--- src/rtl/pipb_pkg.sv ---
package pipb_pkg;

  localparam int CFG_W   = 8;
  localparam int ON_BIT  = 6;
  localparam int LVL_HI  = 5;
  localparam int LVL_LO  = 4;
  localparam int COL_HI  = 2;
  localparam int FAC_BIT = 7;
  localparam int GAIN_W  = 5;

  typedef enum logic [1:0] {
    SRC_NONE = 2'd0,
    SRC_PIC  = 2'd1,
    SRC_FILL = 2'd2
  } src_e;

  typedef struct packed {
    src_e       src;
    logic       on;
    logic [1:0] lvl;
    logic [2:0] code;
    logic       inv;
    logic       fb;
  } sel_t;

  // brightness code -> gain in sixteenths
  function automatic logic [GAIN_W-1:0] lvl_gain(input logic [1:0] lvl);
    case (lvl)
      2'd0:    lvl_gain = 5'd5;
      2'd1:    lvl_gain = 5'd8;
      2'd2:    lvl_gain = 5'd11;
      default: lvl_gain = 5'd16;
    endcase
  endfunction

  function automatic sel_t fill_from(input logic [CFG_W-1:0] cfg, input logic inv);
    sel_t s;
    s.src  = SRC_FILL;
    s.on   = cfg[ON_BIT];
    s.lvl  = cfg[LVL_HI:LVL_LO];
    s.code = cfg[COL_HI:0];
    s.inv  = inv;
    s.fb   = 1'b0;
    return s;
  endfunction

endpackage

--- src/rtl/pipb_colour_lut.sv ---
module pipb_colour_lut #(
  parameter int PIX_W = 8
) (
  input  logic [2:0]       code_i,
  output logic [PIX_W-1:0] y_o,
  output logic [PIX_W-1:0] u_o,
  output logic [PIX_W-1:0] v_o
);

  localparam int N_COL = 8;
  localparam int FULL  = (1 << PIX_W) - 1;

  logic [PIX_W-1:0] y_tab [N_COL];
  logic [PIX_W-1:0] u_tab [N_COL];
  logic [PIX_W-1:0] v_tab [N_COL];

  for (genvar i = 0; i < N_COL; i++) begin : g_col
    localparam int BB = (i & 1) * FULL;
    localparam int RR = ((i >> 1) & 1) * FULL;
    localparam int GG = ((i >> 2) & 1) * FULL;
    localparam int YY = (77 * RR + 150 * GG + 29 * BB) >>> 8;
    localparam int UU = (BB - YY) >>> 1;
    localparam int VV = (RR - YY) >>> 1;
    assign y_tab[i] = PIX_W'(YY);
    assign u_tab[i] = PIX_W'(UU);
    assign v_tab[i] = PIX_W'(VV);
  end

  assign y_o = y_tab[code_i];
  assign u_o = u_tab[code_i];
  assign v_o = v_tab[code_i];

endmodule

--- src/rtl/pipb_region_sel.sv ---
module pipb_region_sel
  import pipb_pkg::*;
#(
  parameter int PIX_W = 8
) (
  input  logic             clk,
  input  logic             rst_n,
  input  logic             en_i,
  input  logic             pip_on,
  input  logic             uv_inv,
  input  logic [CFG_W-1:0] main_cfg,
  input  logic [CFG_W-1:0] sub_cfg,
  input  logic [CFG_W-1:0] chan_cfg,
  input  logic [CFG_W-1:0] bg_cfg,
  input  logic             hit_chan,
  input  logic             hit_sub,
  input  logic             hit_main,
  input  logic             hit_pic,
  input  logic             hit_bg,
  input  logic             fact_win,
  input  logic [PIX_W-1:0] pic_y,
  input  logic [PIX_W-1:0] pic_u,
  input  logic [PIX_W-1:0] pic_v,
  output sel_t             sel_q,
  output logic [PIX_W-1:0] py_q,
  output logic [PIX_W-1:0] pu_q,
  output logic [PIX_W-1:0] pv_q
);

  sel_t sel_d;
  logic fac_mode;
  logic unused_cfg;

  assign unused_cfg = ^{main_cfg[FAC_BIT], main_cfg[3], sub_cfg[FAC_BIT], sub_cfg[3],
                        chan_cfg[FAC_BIT], chan_cfg[3], bg_cfg[3]};

  assign fac_mode = bg_cfg[FAC_BIT] & bg_cfg[ON_BIT];

  always_comb begin
    sel_d     = '0;
    sel_d.src = SRC_NONE;
    if (fac_mode) begin
      if (fact_win) sel_d = fill_from(bg_cfg, 1'b0);
    end else if (hit_chan) begin
      if (chan_cfg[ON_BIT]) sel_d = fill_from(chan_cfg, uv_inv);
      else                  sel_d = fill_from(sub_cfg, uv_inv);
    end else if (hit_sub) begin
      sel_d = fill_from(sub_cfg, uv_inv);
    end else if (hit_main) begin
      sel_d = fill_from(main_cfg, uv_inv);
    end else if (hit_pic) begin
      sel_d.src = SRC_PIC;
    end else if (hit_bg) begin
      sel_d = fill_from(bg_cfg, 1'b0);
    end
    sel_d.fb = pip_on & (sel_d.src != SRC_NONE);
  end

  always_ff @(posedge clk or negedge rst_n) begin
    if (!rst_n) begin
      sel_q <= '0;
      py_q  <= '0;
      pu_q  <= '0;
      pv_q  <= '0;
    end else if (en_i) begin
      sel_q <= sel_d;
      py_q  <= pic_y;
      pu_q  <= pic_u;
      pv_q  <= pic_v;
    end
  end

endmodule

--- src/rtl/pipb_shade.sv ---
module pipb_shade
  import pipb_pkg::*;
#(
  parameter int PIX_W = 8
) (
  input  logic             clk,
  input  logic             rst_n,
  input  logic             en_i,
  input  sel_t             sel_i,
  input  logic [PIX_W-1:0] py_i,
  input  logic [PIX_W-1:0] pu_i,
  input  logic [PIX_W-1:0] pv_i,
  output logic [PIX_W-1:0] y_o,
  output logic [PIX_W-1:0] u_o,
  output logic [PIX_W-1:0] v_o,
  output logic             fb_o
);

  localparam int PY_W = PIX_W + GAIN_W;
  localparam int PC_W = PIX_W + GAIN_W + 1;

  logic [PIX_W-1:0]  base_y, base_u, base_v;
  logic [GAIN_W-1:0] gain;
  logic [PY_W-1:0]   y_prod;
  logic [PC_W-1:0]   u_prod, v_prod;
  logic [PIX_W-1:0]  y_sc, u_sc, v_sc, u_fin, v_fin;
  logic [PIX_W-1:0]  y_d, u_d, v_d;
  logic              unused_prod;

  pipb_colour_lut #(.PIX_W(PIX_W)) lut_i (
    .code_i (sel_i.code),
    .y_o    (base_y),
    .u_o    (base_u),
    .v_o    (base_v)
  );

  assign gain   = lvl_gain(sel_i.lvl);
  assign y_prod = {{GAIN_W{1'b0}}, base_y} * {{PIX_W{1'b0}}, gain};
  assign u_prod = {{(GAIN_W+1){base_u[PIX_W-1]}}, base_u} * {{(PIX_W+1){1'b0}}, gain};
  assign v_prod = {{(GAIN_W+1){base_v[PIX_W-1]}}, base_v} * {{(PIX_W+1){1'b0}}, gain};
  assign y_sc   = y_prod[PIX_W+3:4];
  assign u_sc   = u_prod[PIX_W+3:4];
  assign v_sc   = v_prod[PIX_W+3:4];
  assign u_fin  = sel_i.inv ? (~u_sc + PIX_W'(1)) : u_sc;
  assign v_fin  = sel_i.inv ? (~v_sc + PIX_W'(1)) : v_sc;

  assign unused_prod = ^{y_prod[3:0], y_prod[PY_W-1], u_prod[3:0], u_prod[PC_W-1:PIX_W+4],
                         v_prod[3:0], v_prod[PC_W-1:PIX_W+4]};

  always_comb begin
    y_d = '0;
    u_d = '0;
    v_d = '0;
    case (sel_i.src)
      SRC_PIC: begin
        y_d = py_i;
        u_d = pu_i;
        v_d = pv_i;
      end
      SRC_FILL: begin
        if (sel_i.on) begin
          y_d = y_sc;
          u_d = u_fin;
          v_d = v_fin;
        end
      end
      default: ;
    endcase
  end

  always_ff @(posedge clk or negedge rst_n) begin
    if (!rst_n) begin
      y_o  <= '0;
      u_o  <= '0;
      v_o  <= '0;
      fb_o <= 1'b0;
    end else if (en_i) begin
      y_o  <= y_d;
      u_o  <= u_d;
      v_o  <= v_d;
      fb_o <= sel_i.fb;
    end
  end

endmodule

--- src/rtl/pipb_colour_inserter.sv ---
module pipb_colour_inserter
  import pipb_pkg::*;
#(
  parameter int PIX_W = 8
) (
  input  logic             clk,
  input  logic             rst_n,
  input  logic             pix_en,
  input  logic             pip_on,
  input  logic             uv_inv,
  input  logic [7:0]       main_cfg,
  input  logic [7:0]       sub_cfg,
  input  logic [7:0]       chan_cfg,
  input  logic [7:0]       bg_cfg,
  input  logic             hit_chan,
  input  logic             hit_sub,
  input  logic             hit_main,
  input  logic             hit_pic,
  input  logic             hit_bg,
  input  logic             fact_win,
  input  logic [PIX_W-1:0] pic_y,
  input  logic [PIX_W-1:0] pic_u,
  input  logic [PIX_W-1:0] pic_v,
  output logic [PIX_W-1:0] y_o,
  output logic [PIX_W-1:0] u_o,
  output logic [PIX_W-1:0] v_o,
  output logic             fb_o
);

  sel_t             sel_s1;
  logic [PIX_W-1:0] py_s1, pu_s1, pv_s1;

  pipb_region_sel #(.PIX_W(PIX_W)) sel_i (
    .clk      (clk),
    .rst_n    (rst_n),
    .en_i     (pix_en),
    .pip_on   (pip_on),
    .uv_inv   (uv_inv),
    .main_cfg (main_cfg),
    .sub_cfg  (sub_cfg),
    .chan_cfg (chan_cfg),
    .bg_cfg   (bg_cfg),
    .hit_chan (hit_chan),
    .hit_sub  (hit_sub),
    .hit_main (hit_main),
    .hit_pic  (hit_pic),
    .hit_bg   (hit_bg),
    .fact_win (fact_win),
    .pic_y    (pic_y),
    .pic_u    (pic_u),
    .pic_v    (pic_v),
    .sel_q    (sel_s1),
    .py_q     (py_s1),
    .pu_q     (pu_s1),
    .pv_q     (pv_s1)
  );

  pipb_shade #(.PIX_W(PIX_W)) shade_i (
    .clk   (clk),
    .rst_n (rst_n),
    .en_i  (pix_en),
    .sel_i (sel_s1),
    .py_i  (py_s1),
    .pu_i  (pu_s1),
    .pv_i  (pv_s1),
    .y_o   (y_o),
    .u_o   (u_o),
    .v_o   (v_o),
    .fb_o  (fb_o)
  );

endmodule

--- config.mk ---
export PLATFORM = sky130hd
export DESIGN_NAME = pipb_colour_inserter
export DESIGN_NICKNAME = d
export VERILOG_FILES = /design/src/rtl/pipb_pkg.sv /design/src/rtl/pipb_colour_lut.sv /design/src/rtl/pipb_region_sel.sv /design/src/rtl/pipb_shade.sv /design/src/rtl/pipb_colour_inserter.sv
export SDC_FILE = /design/constraint.sdc
export NUM_CORES = 1
export LEC_CHECK = 0
export BUFFER_PORTS_ARGS = -buffer_cell sky130_fd_sc_hd__buf_4
export CORE_MARGIN = 3
export CORE_UTILIZATION = 47
export CTS_BUF_LIST = sky130_fd_sc_hd__clkbuf_8 sky130_fd_sc_hd__clkbuf_16
export CTS_CLUSTER_DIAMETER = 120
export DETAILED_ROUTE_END_ITERATION = 10
export GPL_TIMING_DRIVEN = 0
export PLACE_DENSITY = 0.7
export SYNTH_ARGS = -nofsm -noshare
export SYNTH_HDL_FRONTEND = slang
export SYNTH_SLANG_ARGS = --single-unit
--- constraint.sdc ---
create_clock -name clk -period 4.7 [get_ports clk]
set_input_delay 1.41 -clock clk [delete_from_list [all_inputs] [get_ports clk]]
set_output_delay 1.41 -clock clk [all_outputs]
set_load 0.05 [all_outputs]
==> flow_metrics.py, run 1 <==
metrics = {
    "status": {
        "status": "complete, but fails checks",
        "violations": "negative setup slack",
    },
    "routing": {
        "first_pass_iters": 5,
        "viasPerCell": 5.460,
        "num_vias": 6071,
        "ant_nets": 0,
        "drt_iter0_drc": 350,
        "totalWireLength_mm": 18.49,
        "drc": 0,
        "wire_per_inst_um": 16.63,
    },
    "cells_and_area": {
        "layout-drive-gt1-share_pct": 30.04,
        "register_area_mm2": 0.001480,
        "multi_input_area_mm2": 0.005295,
        "syn2layout_area_growth_pct": 30.44,
        "antenna_cells": 0,
        "instances_no_fill": 1112,
        "final_util_pct": 63.69,
        "fill_cells": 1168,
        "fin_nets": 1116,
    },
    "synth": {
        "synth_area_leaders": "dfrtp_1 21%, fa_1 16%, ha_1 12%",
        "ys.flop_type": "dfrtp_1",
        "synth_edf_count": 0,
        "syn_inst": 791,
        "synthArstFlopShare_pct": 100.0,
        "yosysTopAreaCell": "dfrtp_1",
        "syn-cell-area_mm2": 0.006909,
        "synth_warnings": 0,
        "synth_cell_types": 60,
        "synth_fp_nets": 979,
        "ys_ff_latch": 59,
        "avgSynthCellArea_um2": 8.735,
        "synth_top_area_share_pct": 21.37,
        "synth-seq-area-share_pct": 21.37,
    },
    "sta": {
        "whs_ps": 505.7,
        "finalWorstSetupSlack_ps": -93.70,
        "slew_violations": 0,
        "rsz0062_at_grt": "true",
        "period_share_pct": 102.0,
        "hold_viol": 0,
        "period_minus_slack_ps": 4794,
        "fmax_mhz": 208.6,
        "max_slew.worst_pin.slew_ps": 744.2,
        "slew_headroom_pct": 50.39,
        "finalClockSkew_ps": 3.467,
        "finalSetupViolations": 5,
    },
    "placement": {
        "dpl.hpwl_mm": 13.67,
        "place_worst_setup_slack_ps": -723.8,
        "io_buffers": 82,
        "dp.cells": 1053,
        "place.gp.congestion": 0.8660,
    },
    "worst_setup_path": {
        "worstPathRequired_ps": 4900,
        "arrival_ps": 4990,
        "critPathLaunchType": "flip-flop",
        "cp_num_buf_inv": 3,
        "worst_setup_path_end_kind": "flip-flop",
        "rr_startpoint": "sel_i.sel_q[3]",
        "crit_path_start": "sel_i.sel_q[3]",
        "cpPeakStageDelay_ps": 540,
        "path_class": "reg2reg",
        "path_cells": "clkbuf_16 -> inv_8 -> ha_4 -> mux2i_4 -> nor2b_2 -> fa_1 -> ha_1 -> ha_1 -> nand2_1 -> or4b_4 -> or2_4 -> fa_2 -> nor2b_2 -> o21ai_2 -> a21oi_2 -> nor3_2 -> xnor2_2 -> buf_6 -> o41ai_4 -> xnor2_1 -> o21ai_1",
        "crit_slowest_cell": "or4b_4",
        "crit_fanout": 5,
        "cp_top_family": "adder cells",
    },
    "clocking": {
        "cts_hold_buf": 0,
        "numClockSinks": 59,
        "clockBufferDepth": 2,
        "cts_max_level": 3,
        "insertion_delay_ps": 330,
        "cts_tree": "yes",
        "cts-root-buf": "clkbuf_16",
        "cts_buffers": 9,
        "clk_pin_slew_ps": 50,
    },
    "pwr": {
        "power_mw": 4.702,
        "peakVddDrop_uv": 231.3,
        "power_density_mw_per_mm2": 521.8,
        "leakagePower_nw": 4.226,
    },
    "global_routing": {
        "groute.usage.overall_pct": 23.00,
        "antenna_found_initial": 0,
        "grt_pass1_vias": 6199,
        "grt_max_degree": 60,
        "grt_overflow": 0,
        "grt_pass1_wl_mm": 30.06,
    },
    "floorplanning": {
        "die_height_um": 127.2,
        "io_pins": 92,
        "fp.dieArea_mm2": 0.01619,
        "core.rowCount": 43,
        "start_util_pct": 48.83,
        "core-area_mm2": 0.01415,
        "die_w_um": 127.2,
    },
    "job": {
        "cap_violations": 0,
    },
    "min_path": {
        "hp-class": "reg2reg",
        "hold_start": "sel_i.py_q[2]",
    },
}
## layout by cell type, fill, tap and decap left out, types with 15 or more instances in the layout
cell type  count
a21oi_1       23
a31oi_1       15
and2_1        25
buf_4        124
clkbuf_1      17
dfrtp_1       56
fa_1          52
ha_1          48
inv_1        125
mux2_2        31
nand2_1       66
nor2_1        32
nor2b_1       20
o21ai_0       28
xnor2_1       24
## power by group
| part | total (mW) | switching (mW) | internal (mW) |
|---|---|---|---|
| registers | 0.643 | 0.0561 | 0.587 |
| logic | 3.38 | 1.89 | 1.48 |
| clock network | 0.683 | 0.221 | 0.463 |
## repair_timing
item / CTS / global route
setup endpoints to repair: 18 / 18
setup buffers: 32 / 16
pin swaps: 36 / 31
gates resized for setup: 83 / 40
endpoints found under the hold margin: 0 / 0
## layer usage
| metal | GRT usage, % | part of all wire, % |
|---|---|---|
| met5 | 0 | 0 |
| met4 | 6.372 | 2.4 |
| met3 | 3.303 | 4.2 |
| met2 | 39.69 | 50 |
| met1 | 30.33 | 44 |
## kinds of logic after synthesis
kind of cell             Yosys count  synth area share [%]
AO/OA/AOI/OAI                    143                 13.36
XOR/XNOR                          43                 5.451
adder cells (fa/ha/maj)          121                 28.00
buffers and inverters            167                 9.127
flip-flops                        59                 21.37
multiplexers                      40                 6.375
AND/OR/NAND/NOR                  218                 16.32
## worst paths after layout
path                             endpoint  slack, ps  cells past startpoint
max in group asynchronous  sel_i.sel_q[3]       3010                      1
hold reg to reg             sel_i.py_q[2]        510                      1
min in group asynchronous   sel_i.pv_q[0]       1150                      1
hold / removal              sel_i.py_q[2]        510                      1
setup reg to reg           shade_i.u_o[7]        -90                     21
setup / recovery           shade_i.u_o[7]        -90                     21
## state kept, by name, summed over array words and instances (netlist names)
register,count
sel_i.sel_q,10
sel_i.pu_q,8
sel_i.pv_q,8
sel_i.py_q,8
shade_i.u_o,8
shade_i.v_o,8
shade_i.y_o,8
shade_i.fb_o,1
## per-stage QoR
stage	setup TNS, ps	instance area [um2]
final	-263.0	9012
after global routing	-2265	9012
after CTS	-301.0	8728
after detailed placement	-7033	7828
after global placement	-6303	7828
after floorplan	-3.684	6987
## cell usage after synthesis, types with 4 or more instances
master / count
clkbuf_1: 29
o21bai_1: 4
inv_1: 132
mux2_2: 32
xnor2_1: 28
ha_1: 65
a22oi_1: 9
o221ai_1: 5
o21a_1: 5
o21ai_1: 5
nor2_1: 33
nor3b_1: 7
nand2_1: 67
nand3_1: 11
mux2i_1: 8
o22ai_1: 14
a31oi_1: 15
and2_1: 28
nand3b_1: 4
a21o_1: 4
fa_1: 56
a21oi_1: 29
o21ai_0: 32
buf_1: 5
nor3_1: 16
nand2b_1: 8
nor2b_1: 25
dfrtp_1: 59
xor2_1: 15
## worst reg2reg max path, stage by stage, from the launching register on
cell       delay, ps
dfrtp_2          440
clkbuf_16        170
inv_8             60
ha_4             220
mux2i_4          190
nor2b_2           70
fa_1             450
ha_1             290
ha_1             280
nand2_1           50
or4b_4           540
or2_4            280
fa_2             370
nor2b_2          130
o21ai_2           80
a21oi_2          190
nor3_2            80
xnor2_2          140
buf_6            140
o41ai_4          210
xnor2_1          190
o21ai_1           90
## layout make-up
class	instances	share of cell area (%)
Buffer	31	2.180
Clock buffer	13	3.110
Clock inverter	2	0.3748
Inverter	132	5.581
Multi-Input combinational cell	565	58.75
Sequential cell	59	16.42
Tap cell	180	2.499
Timing Repair Buffer	130	11.08
Power figures use the tool's default switching activity.
==> run 2: changes to the inputs <==
Settings changed: ABC_AREA from default to 1.
==> flow_metrics.py, run 2 <==
metrics = {
    "min_path": {
        "hold_start": "sel_i.pv_q[6]",
        "hp-class": "reg2reg",
    },
    "worst_setup_path": {
        "cp_top_family": "adder cells",
        "rr_startpoint": "sel_i.sel_q[3]",
        "worst_setup_path_end_kind": "flip-flop",
        "cpPeakStageDelay_ps": 540,
        "cp_num_buf_inv": 6,
        "path_class": "reg2reg",
        "critPathLaunchType": "flip-flop",
        "crit_fanout": 5,
        "arrival_ps": 4790,
        "crit_path_start": "sel_i.sel_q[3]",
        "worstPathRequired_ps": 4910,
        "crit_slowest_cell": "fa_1",
        "cp_common_cell": "nand2_1",
    },
    "pwr": {
        "power.internal_mw": 2.485,
        "power_density_mw_per_mm2": 559.5,
        "power_mw": 4.934,
        "p_seq_share_pct": 14.0,
        "combPwrFrac_pct": 72.0,
        "p_sw_mw": 2.449,
        "peakVddDrop_uv": 232.4,
        "leakagePower_nw": 4.677,
        "swShare_pct": 49.63,
        "p_clk_share_pct": 14.0,
    },
    "floorplanning": {
        "core-area_mm2": 0.01415,
        "core.rowCount": 43,
        "fp.dieArea_mm2": 0.01619,
        "start_util_pct": 48.83,
        "io_pins": 92,
        "die_w_um": 127.2,
        "die_height_um": 127.2,
    },
    "global_routing": {
        "groute.usage.overall_pct": 23.91,
        "grt_pass1_wl_mm": 31.46,
        "grt_overflow": 0,
        "grt_max_degree": 60,
        "antenna_found_initial": 0,
        "grt_pass1_vias": 6677,
    },
    "clocking": {
        "cts_max_level": 3,
        "numClockSinks": 59,
        "clk_pin_slew_ps": 50,
        "cts-root-buf": "clkbuf_16",
        "insertion_delay_ps": 330,
        "cts_tree": "yes",
        "cts_hold_buf": 0,
        "clockBufferDepth": 2,
        "cts_buffers": 9,
    },
    "placement": {
        "io_buffers": 82,
        "place.gp.congestion": 0.9217,
        "place_area_mm2": 0.007750,
        "place_worst_setup_slack_ps": -547.9,
        "dpl.hpwl_mm": 14.63,
    },
    "cells_and_area": {
        "top_register": "sel_i.sel_q",
        "largest_reg_flops": 10,
        "final_cell_mix": "242 x nand2_1, 167 x inv_1, 115 x buf_4",
        "fin_nets": 1277,
        "antenna_cells": 0,
        "layout-drive-gt1-share_pct": 22.85,
        "stdcell_area_mm2": 0.008818,
        "final_common_cell": "nand2_1",
        "fill_cells": 1277,
        "syn2layout_area_growth_pct": 27.63,
    },
    "synth": {
        "yosysTopAreaCell": "dfrtp_1",
        "syn_inst": 961,
        "ys_ff_latch": 59,
        "synth_fp_nets": 1149,
        "synth_area_leaders": "dfrtp_1 21%, fa_1 16%, nand2_1 14%",
        "synth_top_area_share_pct": 21.37,
        "synth_cell_types": 47,
        "yosys-top-cells-count": "253 x nand2_1, 181 x inv_1, 79 x nor2_1, 65 x ha_1, 59 x dfrtp_1",
        "synth-seq-area-share_pct": 21.37,
        "syn-cell-area_mm2": 0.006909,
        "avgSynthCellArea_um2": 7.190,
        "synthArstFlopShare_pct": 100.0,
        "ys.flop_type": "dfrtp_1",
        "synth_warnings": 0,
        "post-synth-top-count-cell": "nand2_1",
        "synth_edf_count": 0,
    },
    "routing": {
        "ant_nets": 0,
        "wire_per_inst_um": 15.11,
        "totalWireLength_mm": 19.26,
        "first_pass_iters": 5,
        "viasPerCell": 5.224,
        "drc": 0,
        "num_vias": 6655,
        "drt_iter0_drc": 504,
    },
    "job": {
        "cap_violations": 0,
    },
    "sta": {
        "hold_viol": 0,
        "rsz0062_at_grt": "true",
        "fmax_mhz": 218.3,
        "setup-tns-final_ps": 0,
        "slew_headroom_pct": 49.22,
        "max_slew.worst_pin.slew_ps": 761.7,
        "finalSetupViolations": 0,
        "slew_violations": 0,
        "finalWorstSetupSlack_ps": 120.0,
        "period_minus_slack_ps": 4580,
        "period_share_pct": 97.45,
        "finalClockSkew_ps": 8.074,
    },
    "status": {
        "status": "finished clean",
    },
}
## run 2: changes by cell type in the layout (fill, tap and decap cells not counted), moves of 20 or more
cell / change
and2_1: -23
inv_1: +42
mux2_2: -31
nand2_1: +176
nand3_1: +30
nor2_1: +33
nor2b_1: -20
## run 2: metrics by stage
step / hold slack, ps / utilization (%) / cells
floorplan: 441.7 / - / 961
global placement: 454.6 / 54.77 / 1223
detailed placement: 463.5 / 54.77 / 1223
CTS: 474.6 / 58.70 / 1250
global route: 484.7 / 62.32 / 1274
finish: 472.2 / 62.32 / 1274
## run 2: worst paths after layout
| path | endpoint | slack, ps | cells after the start |
|---|---|---|---|
| worst max register to register | shade_i.v_o[6] | 120 | 26 |
| min in group asynchronous | sel_i.py_q[0] | 1140 | 1 |
| worst min register to register | sel_i.pv_q[6] | 470 | 2 |
| worst min-delay path | sel_i.pv_q[6] | 470 | 2 |
| max in group asynchronous | sel_i.sel_q[3] | 2980 | 1 |
| worst max-delay path | shade_i.v_o[6] | 120 | 26 |
## run 2: routing by layer
layer,wire [um],GRT usage [%],share of wire [%]
met1,8262,32.13,43
met2,9518,41.16,49
met3,1243,3.721,6.5
met4,231,4.921,1.2
met5,0,0,0
## run 2: power by group through the flow
stage,registers (mW),clock network (mW),logic [mW]
floorplan,0.984,0,1.92
global placement,0.697,0,2.91
detailed placement,0.698,0,2.95
CTS,0.692,0.693,3.11
global route,0.705,0.718,3.97
finish,0.692,0.688,3.55
## run 2: final cells by class
| class | instances | area [um2] | share of cell area (%) |
|---|---|---|---|
| multi-input combinational | 689 | 5012 | 56.84 |
| sequential | 59 | 1479 | 16.77 |
| timing repair buffer | 117 | 903.4 | 10.24 |
| inverter | 186 | 739.5 | 8.385 |
| clock buffer | 9 | 225.2 | 2.554 |
| tap | 180 | 225.2 | 2.554 |
| buffer | 27 | 148.9 | 1.688 |
| clock inverter | 7 | 85.08 | 0.9648 |
## run 2: cells by family (layout without fill, tap and decap cells)
kind of cell    Yosys count  in the layout  synth area share [%]
compound gates          130            130                 10.88
fa+ha+maj               121            121                 28.00
flops                    59             59                 21.37
buf+inv                 213            346                 12.12
simple gates            418            418                 25.10
xor+xnor                 20             20                 2.535
## run 2: what timing repair did
action                     in CTS  in global routing
setup endpoints to repair      17                 17
setup buffers                  11                 24
pin swaps                       4                 44
gates resized for setup        44                 83
## run 2: tightest hold or removal path, delay by kind of cell (launching register included)
family / cells / cell delay [ps]
simple gates: 2 / 100
flops: 1 / 340
